`src/rtl/psave_pkg.sv`:
```
package psave_pkg;

  typedef enum logic [1:0] {
    RD_NONE = 2'd0,
    RD_STAT = 2'd1,
    RD_MISC = 2'd2,
    RD_PWR  = 2'd3
  } rdSel_e;

  typedef struct packed {
    logic   wrPwr;
    logic   wrMisc;
    rdSel_e rdSel;
    logic   granted;
  } ctlStrb_t;

  localparam int STAT_POL_BIT    = 0;
  localparam int STAT_SUSP_BIT   = 1;
  localparam int STAT_SINGLE_BIT = 2;

  localparam int PWR_SUSP_BIT = 0;
  localparam int PWR_REF_LSB  = 1;
  localparam int PWR_PDIS_BIT = 3;

  localparam int MISC_HFB_BIT = 0;

  localparam logic [1:0] REF_CBR  = 2'b00;
  localparam logic [1:0] REF_SELF = 2'b01;
  localparam logic [1:0] REF_NONE = 2'b10;

endpackage

```
`src/rtl/psave_ctl.sv`:
```
module psave_ctl
  import psave_pkg::*;
#(
  parameter int ADDR_W    = 4,
  parameter int STAT_ADDR = 0,
  parameter int MISC_ADDR = 1,
  parameter int PWR_ADDR  = 2
) (
  input  logic              clk,
  input  logic              rstN,
  input  logic              regReq,
  input  logic              regWe,
  input  logic [ADDR_W-1:0] regAddr,
  input  logic              hostDis,
  output ctlStrb_t          strb,
  output logic              regAck
);

  localparam logic [ADDR_W-1:0] A_STAT = ADDR_W'(STAT_ADDR);
  localparam logic [ADDR_W-1:0] A_MISC = ADDR_W'(MISC_ADDR);
  localparam logic [ADDR_W-1:0] A_PWR  = ADDR_W'(PWR_ADDR);

  logic hitStat;
  logic hitMisc;
  logic hitPwr;
  logic alwaysOpen;
  logic granted;

  always_comb begin
    hitStat    = (regAddr == A_STAT);
    hitMisc    = (regAddr == A_MISC);
    hitPwr     = (regAddr == A_PWR);
    alwaysOpen = hitStat | hitMisc;
    granted    = regReq & (alwaysOpen | ~hostDis);
  end

  always_comb begin
    strb         = '0;
    strb.granted = granted;
    strb.wrPwr   = granted & regWe & hitPwr;
    strb.wrMisc  = granted & regWe & hitMisc;
    strb.rdSel   = RD_NONE;
    if (granted && !regWe) begin
      if (hitStat)      strb.rdSel = RD_STAT;
      else if (hitMisc) strb.rdSel = RD_MISC;
      else if (hitPwr)  strb.rdSel = RD_PWR;
    end
  end

  always_ff @(posedge clk) begin
    if (!rstN) regAck <= 1'b0;
    else       regAck <= regReq;
  end

endmodule

```
`src/rtl/psave_dp.sv`:
```
module psave_dp
  import psave_pkg::*;
#(
  parameter int DATA_W = 8
) (
  input  logic              clk,
  input  logic              rstN,
  input  logic              strapPwrPol,
  input  logic              seqPwrOn,
  input  logic              singlePanel,
  input  logic [DATA_W-1:0] regWdata,
  input  ctlStrb_t          strb,
  output logic [DATA_W-1:0] regRdata,
  output logic              panelPwr,
  output logic              suspReq,
  output logic [1:0]        refMode,
  output logic              hfbEn,
  output logic              hostDis,
  output logic              pwrDisQ,
  output logic              offPolQ
);

  localparam int HDIS_BIT = DATA_W - 1;

  logic       suspEnQ;
  logic [1:0] refSelQ;
  logic       hfbDisQ;
  logic       hostDisQ;
  logic       offPol;
  logic       pwrDis;
  logic       panelPwrQ;
  logic [DATA_W-1:0] statWord;
  logic [DATA_W-1:0] miscWord;
  logic [DATA_W-1:0] pwrWord;
  logic [DATA_W-1:0] rdMux;
  logic       panelNext;

  always_ff @(posedge clk) begin
    if (!rstN) offPol <= strapPwrPol;
  end

  always_ff @(posedge clk) begin
    if (!rstN) begin
      suspEnQ <= 1'b0;
      refSelQ <= REF_CBR;
      pwrDis  <= 1'b0;
    end else if (strb.wrPwr) begin
      suspEnQ <= regWdata[PWR_SUSP_BIT];
      pwrDis  <= regWdata[PWR_PDIS_BIT];
      if (!suspEnQ) refSelQ <= regWdata[PWR_REF_LSB +: 2];
    end
  end

  always_ff @(posedge clk) begin
    if (!rstN) begin
      hostDisQ <= 1'b1;
      hfbDisQ  <= 1'b0;
    end else if (strb.wrMisc) begin
      hostDisQ <= regWdata[HDIS_BIT];
      hfbDisQ  <= regWdata[MISC_HFB_BIT];
    end
  end

  always_comb begin
    if (pwrDis)        panelNext = offPol;
    else if (seqPwrOn) panelNext = ~offPol;
    else               panelNext = offPol;
  end

  always_ff @(posedge clk) begin
    if (!rstN) panelPwrQ <= strapPwrPol;
    else       panelPwrQ <= panelNext;
  end

  always_comb begin
    statWord = '0;
    statWord[STAT_POL_BIT]    = offPol;
    statWord[STAT_SUSP_BIT]   = suspEnQ;
    statWord[STAT_SINGLE_BIT] = singlePanel;
    miscWord = '0;
    miscWord[HDIS_BIT]     = hostDisQ;
    miscWord[MISC_HFB_BIT] = hfbDisQ;
    pwrWord = '0;
    pwrWord[PWR_SUSP_BIT]        = suspEnQ;
    pwrWord[PWR_REF_LSB +: 2]    = refSelQ;
    pwrWord[PWR_PDIS_BIT]        = pwrDis;
    unique case (strb.rdSel)
      RD_STAT: rdMux = statWord;
      RD_MISC: rdMux = miscWord;
      RD_PWR:  rdMux = pwrWord;
      default: rdMux = '0;
    endcase
  end

  always_ff @(posedge clk) begin
    if (!rstN) regRdata <= '0;
    else       regRdata <= rdMux;
  end

  always_comb begin
    if (refSelQ[1]) refMode = REF_NONE;
    else if (refSelQ[0]) refMode = REF_SELF;
    else refMode = REF_CBR;
  end

  assign panelPwr = panelPwrQ;
  assign suspReq  = suspEnQ;
  assign hfbEn    = ~hfbDisQ & ~singlePanel;
  assign hostDis  = hostDisQ;
  assign pwrDisQ  = pwrDis;
  assign offPolQ  = offPol;

endmodule

```
`src/rtl/psave_ctrl.sv`:
```
module psave_ctrl
  import psave_pkg::*;
#(
  parameter int ADDR_W    = 4,
  parameter int DATA_W    = 8,
  parameter int STAT_ADDR = 0,
  parameter int MISC_ADDR = 1,
  parameter int PWR_ADDR  = 2
) (
  input  logic              clk,
  input  logic              rstN,
  input  logic              strapPwrPol,
  input  logic              seqPwrOn,
  input  logic              singlePanel,
  input  logic              regReq,
  input  logic              regWe,
  input  logic [ADDR_W-1:0] regAddr,
  input  logic [DATA_W-1:0] regWdata,
  output logic              regAck,
  output logic [DATA_W-1:0] regRdata,
  output logic              panelPwr,
  output logic              suspReq,
  output logic [1:0]        refMode,
  output logic              hfbEn,
  output logic              hostAccessOk
);

  ctlStrb_t strb;
  logic     hostDis;
  logic     pwrDisQ;
  logic     offPolQ;

  psave_ctl #(
    .ADDR_W(ADDR_W), .STAT_ADDR(STAT_ADDR), .MISC_ADDR(MISC_ADDR), .PWR_ADDR(PWR_ADDR)
  ) i_ctl (
    .clk(clk), .rstN(rstN), .regReq(regReq), .regWe(regWe), .regAddr(regAddr),
    .hostDis(hostDis), .strb(strb), .regAck(regAck)
  );

  psave_dp #(.DATA_W(DATA_W)) i_dp (
    .clk(clk), .rstN(rstN), .strapPwrPol(strapPwrPol), .seqPwrOn(seqPwrOn),
    .singlePanel(singlePanel), .regWdata(regWdata), .strb(strb),
    .regRdata(regRdata), .panelPwr(panelPwr), .suspReq(suspReq),
    .refMode(refMode), .hfbEn(hfbEn), .hostDis(hostDis),
    .pwrDisQ(pwrDisQ), .offPolQ(offPolQ)
  );

  assign hostAccessOk = ~hostDis;

endmodule

```
`config.mk`:
```
export PLATFORM = sky130hd
export DESIGN_NAME = psave_ctrl
export DESIGN_NICKNAME = d
export VERILOG_FILES = /design/src/rtl/psave_pkg.sv /design/src/rtl/psave_ctl.sv /design/src/rtl/psave_dp.sv /design/src/rtl/psave_ctrl.sv
export SDC_FILE = /design/constraint.sdc
export NUM_CORES = 1
export LEC_CHECK = 0
export BUFFER_PORTS_ARGS = -buffer_cell sky130_fd_sc_hd__buf_2
export CAP_MARGIN = 40
export CORE_MARGIN = 8
export CORE_UTILIZATION = 41
export CTS_BUF_LIST = sky130_fd_sc_hd__clkbuf_2 sky130_fd_sc_hd__clkbuf_4 sky130_fd_sc_hd__clkbuf_8
export CTS_CLUSTER_SIZE = 40
export DETAILED_ROUTE_END_ITERATION = 16
export GPL_ROUTABILITY_DRIVEN = 0
export PLACE_DENSITY = 0.81
export SYNTH_ARGS = -nofsm -noshare
export SYNTH_HDL_FRONTEND = slang
export SYNTH_SLANG_ARGS = --single-unit
```
`constraint.sdc`:
```
create_clock -name clk -period 1.1 [get_ports clk]
set_input_delay 0.055 -clock clk [delete_from_list [all_inputs] [get_ports clk]]
set_output_delay 0.055 -clock clk [all_outputs]
set_load 0.05 [all_outputs]
```
# Yosys cells after proc, flatten, opt, wreduce, memory -nomap -nowiden
# Cells that the tools add are included.
[op_classes] mux=10 n_eq_ne=5 n_bitwise=12 reduce_logical=4
[op_table] cell="one-hot mux 8 bit (3 select lines)" n=1
[op_table] cell="2-to-1 mux 2 bit" n=5
[op_table] cell="AND 1 bit" n=5
[op_table] cell="inverter 1 bit" n=5
[op_table] cell="equality test 2 bit (second input constant)" n=2
[op_table] cell="equality test 4 x 1 -> 1 bit (second input constant)" n=1
[op_table] cell="equality test 4 x 2 -> 1 bit (second input constant)" n=1
[op_table] cell="logical NOT 4 bit" n=1
[op_table] cell="2-to-1 mux 1 bit" n=4
[op_table] cell="equality test 2 x 1 -> 1 bit (second input constant)" n=1
[op_table] cell="bitwise OR 1 bit" n=2
[op_table] cell="AND reduction 2 bit" n=1
[op_table] cell="logical AND 1 bit" n=1
[op_table] cell="logical NOT 1 bit" n=1
[word_totals] regBits=17 elab_cells=40 inputBits=19

# Longest topological paths before layout
[logic_depth] word_depth=8 depth_mapped=4

# Modules after synthesis
# From an unflattened synthesis, not the netlist that was laid out.
[unflattened] cells_unflattened=64 hier_area_um2=639.4
[modules_own_cells] module="psave_dp" cells_per_inst=51 n_inst=1 seq_area_each_um2=270.3 area_each_um2=515.5
[modules_own_cells] module="psave_ctl" cells_per_inst=12 n_inst=1 seq_area_each_um2=20.0 area_each_um2=120.1
[modules_own_cells] module="psave_ctrl" cells_per_inst=1 n_inst=1 seq_area_each_um2=0.0 area_each_um2=3.8

# Worst setup path before layout
# OpenSTA, ideal clock, no wires.
[synth_path] path_kind="reg-to-reg" from="reg i_dp.suspEnQ, in the netlist i_dp.suspReq" to="reg i_dp.regRdata[0]" arrival_time_ns=1.012 setup_time_ns=0.117 path_slack_ns=-0.029 period_less_slack_ns=1.129 path_buffers=0 path_stages_with_launch=4 cell_sequence="dfxtp_1 -> mux2_2 -> a22oi_1 -> nor2_1"
[synth_via] elab_chain_len=1
[synth_rtl] element="from (decl)" line="psave_dp.sv:25" text="logic suspEnQ;"
[synth_rtl] element="from (signal assigned)" line="psave_dp.sv:48" text="suspEnQ <= regWdata[PWR_SUSP_BIT];"
[synth_rtl] element="one-hot mux 8 bit (3 select lines)" line="psave_dp.sv:87" text="unique case (strb.rdSel)"
[synth_rtl] element="to (signal assigned)" line="psave_dp.sv:97" text="else regRdata <= rdMux;"
[synth_rtl] element="to (decl)" line="psave_dp.sv:13" text="output logic [DATA_W-1:0] regRdata,"
# No other way between the ends.
# A chain may end at the register's enable or synchronous reset.

# Worst setup path after layout
[layout_path] from="reg i_dp.hostDisQ, in the netlist i_dp.hostDis" to="reg i_dp.pwrDis, in the netlist i_dp.pwrDisQ"
[layout_via] elab_chain_len=5
[layout_rtl] element="from (decl)" line="psave_dp.sv:28" text="logic hostDisQ;"
[layout_rtl] element="from (signal assigned)" line="psave_dp.sv:59" text="hostDisQ <= regWdata[HDIS_BIT];"
[layout_rtl] element="inverter 1 bit" line="psave_ctl.sv:34" text="granted = regReq & (alwaysOpen | ~hostDis);"
[layout_rtl] element="bitwise OR 1 bit" line="psave_ctl.sv:34"
[layout_rtl] element="AND 1 bit" line="psave_ctl.sv:34"
[layout_rtl] element="AND 1 bit (2 in series)" line="psave_ctl.sv:40" text="strb.wrPwr = granted & regWe & hitPwr;"
[layout_rtl] element="to (signal assigned)" line="psave_dp.sv:49" text="pwrDis <= regWdata[PWR_PDIS_BIT];"
[layout_rtl] element="to (decl)" line="psave_dp.sv:30" text="logic pwrDis;"
# No other way between the ends.

==> results.py <==
metrics = {
    "grt": {
        "grt_pass1_wl_mm": 2.456,
        "grt_remaining_overflow": 0,
        "grt_max_degree": 10,
        "grt_usage_pct": 9.480,
        "antenna_found_initial": 0,
        "grt_pass1_vias": 569,
    },
    "power": {
        "power_frac_seq_pct": 49.3,
        "p_int_uw": 783.6,
        "max-vdd-ir-drop_mv": 0.5244,
        "sw_frac_of_total_pct": 26.59,
        "p_leak_uw": 0.0004010,
        "clockPowerShare_pct": 35.5,
        "switching_power_uw": 283.8,
        "p_per_area_mw_per_mm2": 1222,
        "combPwrFrac_pct": 15.2,
    },
    "critical_path": {
        "arrival_ns": 1.33,
        "r2r_start": "i_dp.hostDis$_SDFFE_PN1P_",
        "required_ns": 1.33,
        "crit_type": "register to register",
        "crit_fanout": 2,
        "cp-start-kind": "register",
        "worst_setup_path_end_kind": "register",
        "crit_start": "i_dp.hostDis$_SDFFE_PN1P_",
    },
    "synth": {
        "yosys.cell_types.count": 27,
        "synthArstFlopShare_pct": 0,
        "synthAdderAreaFrac_pct": 0,
        "synth.area.mux_share_pct": 12.55,
        "syn_area_per_cell_um2": 9.673,
        "synthXorXnorAreaFrac_pct": 1.351,
        "syn_inst": 67,
        "synth_top_family_by_area": "simple AND/OR/NAND/NOR gates",
        "synth_common_cells": "dfxtp_1, nand2_1, mux2i_1, nor2_1, buf_4",
        "yosysTopAreaCell": "dfxtp_1",
        "yosys.area_share.simple_pct": 28.38,
        "ys_warn_count": 0,
        "synthTopCellsByArea": "dfxtp_1, mux2i_1, nand2_1",
        "netlist_area_um2": 648.1,
        "yosys_most_used_dff": "dfxtp_1",
        "synth_compound_area_share_pct": 4.247,
        "yosysMostFrequentCell": "dfxtp_1",
        "synth-edff-count": 1,
        "ys_seq_area_share_pct": 44.79,
        "ys_seq_elements": 14,
        "synth_top_area_share_pct": 40.15,
    },
    "sta": {
        "setup_tns_ns": -0.008058,
        "fmax_mhz": 904.3,
        "drv_slew": 0,
        "min_period_ns": 1.106,
        "setup_violations": 2,
        "skew_ns": 0.008839,
        "grt_setup_unrepaired": "true",
        "layout_setup_ws_ns": -0.005841,
        "fin_crit_sh_pct": 100.5,
        "hold_viol": 0,
    },
    "finish": {
        "syn_to_final_growth_pct": 34.75,
        "fin_area_um2": 873.3,
        "diodes": 0,
        "final_core_util_pct": 58.66,
        "layout-drive-gt1-share_pct": 43.56,
        "fin_nets": 121,
    },
    "status": {
        "status": "finished, violations left",
        "violations": "setup timing",
    },
    "drt": {
        "first_pass_iters": 2,
        "first_iter_violations": 7,
        "drt-wirelength-per-cell_um": 12.91,
        "drtAntennaViolNets": 0,
        "viasPerCell": 4.726,
        "drt_wl_total_mm": 1.511,
        "vias": 553,
        "drcViolationCount": 0,
    },
    "clock_tree": {
        "clk-insertion-delay-late_ns": 0.29,
        "clkSlewWorstSetupHoldPaths_ns": 0.09,
        "cts_root_buffer": "clkbuf_4",
        "cts_tree": "done",
        "cts_buffers": 3,
        "htree_levels": 1,
        "clk_path_buf_depth": 2,
        "cts.sinks": 14,
    },
    "floorplanning": {
        "coreArea_mm2": 0.001489,
        "die-area_mm2": 0.003109,
        "rows": 14,
        "fp.dieH_um": 55.76,
        "io_pins": 34,
        "fp.dieW_um": 55.76,
        "initial_utilization_pct": 43.53,
    },
    "run": {
        "drv_cap": 0,
    },
    "place": {
        "postPlaceCellArea_um2": 797.0,
        "dp_slack_ns": -0.005728,
        "io_buffer_count": 27,
        "dp_hpwl_mm": 1.227,
    },
    "worst_hold_path": {
        "min-delay-start": "regWdata[1]",
        "hold_class": "input pin to register",
    },
}
[layout make-up]
cell class | instances | area (um2)
well taps | 16 | 20.02
flip-flops and latches | 14 | 292.8
multi-input cells | 47 | 315.3
fillers | 120 | 615.6
inverters | 2 | 7.507
clock buffers | 4 | 36.28
repair buffers | 34 | 201.4
[worst max-delay path, stage by stage (launching register included)]
cell and delay (ns):
dfxtp_1 0.31, nand4b_1 0.22, nor4_2 0.30, mux2i_1 0.22
[cell usage in the layout (no fill, tap or decap)]
cell           count
o31ai_1            1
buf_6              1
nor2b_2            1
nand2_1           12
nand4_1            1
nand4b_1           1
mux2_2             1
nor4b_4            1
a22oi_1            1
nor2_1             7
and2_1             1
nor3_1             1
buf_4              6
and3b_1            1
dfxtp_1           11
o211ai_1           1
nor4_2             1
mux2i_1            7
clkbuf_4           3
dlygate4sd3_1      2
and3_4             1
a21oi_1            1
nand3_1            1
xnor2_1            1
edfxtp_1           1
inv_1              2
conb_1             3
nor3b_2            1
buf_2             25
nor2b_1            1
dfxtp_2            2
clkbuf_8           1
[power by group through the flow]
stage,Combinational [uW],Clock [uW],Sequential (uW)
after floorplan,83.5,0,559
after global placement,150,0,538
after detailed placement,152,0,539
after CTS,156,388,527
after global routing,175,414,527
final,163,379,526
[routing by layer]
layer	wire [um]	track usage, %	up-vias
li1	-	-	291
met1	612	8.949	240
met2	717	15.87	20
met3	154	5.251	2
met4	27	5.282	0
met5	0	0	-
[kinds of logic (layout without fill, tap and decap cells)]
kind of cell	Yosys count	count (layout)
AND/OR/NAND/NOR	31	31
XOR/XNOR	1	1
AO/OA/AOI/OAI	4	4
buffers and inverters	8	40
flip-flops	14	14
other	1	3
multiplexers	8	8
[repair_timing]
action / in CTS / in global routing
buffers inserted: 0 / 1
hold buffers: 1 / 1
setup endpoints to repair: 5 / 6
endpoints found under the hold margin: 1 / 1
pin swaps: 0 / 1
gates resized for setup: 2 / 3
[per-stage QoR]
step	total power [uW]	hold slack [ns]	instances
after floorplan	642.8	0.1539	69
after global placement	687.8	0.2495	110
after detailed placement	691.3	0.2493	110
after CTS	1071	0.004138	115
after global routing	1116	0.008887	117
final	1067	0.003440	117
[sequential cells by signal, summed over array words and instances, names as in the netlist]
name and cells:
i_dp.panelPwr 1, i_dp.hostDis 1, i_dp.regRdata 5, i_dp.offPolQ 1, i_dp.hfbDisQ 1, i_ctl.regAck 1, i_dp.pwrDisQ 1, i_dp.suspReq 1
i_dp.refSelQ 2
[worst paths after layout]
check / to / slack (ns) / cells after the start
setup / recovery: i_dp.pwrDisQ$_SDFFE_PN0N_ / -0.006 / 3
hold / removal: i_dp.refSelQ[0]$_SDFFE_PN0P_ / 0.003 / 3
setup reg to reg: i_dp.pwrDisQ$_SDFFE_PN0N_ / -0.006 / 3
hold reg to reg: i_dp.regRdata[3]$_SDFF_PN0_ / 0.46 / 2
(Power assumes the default switching activity.)
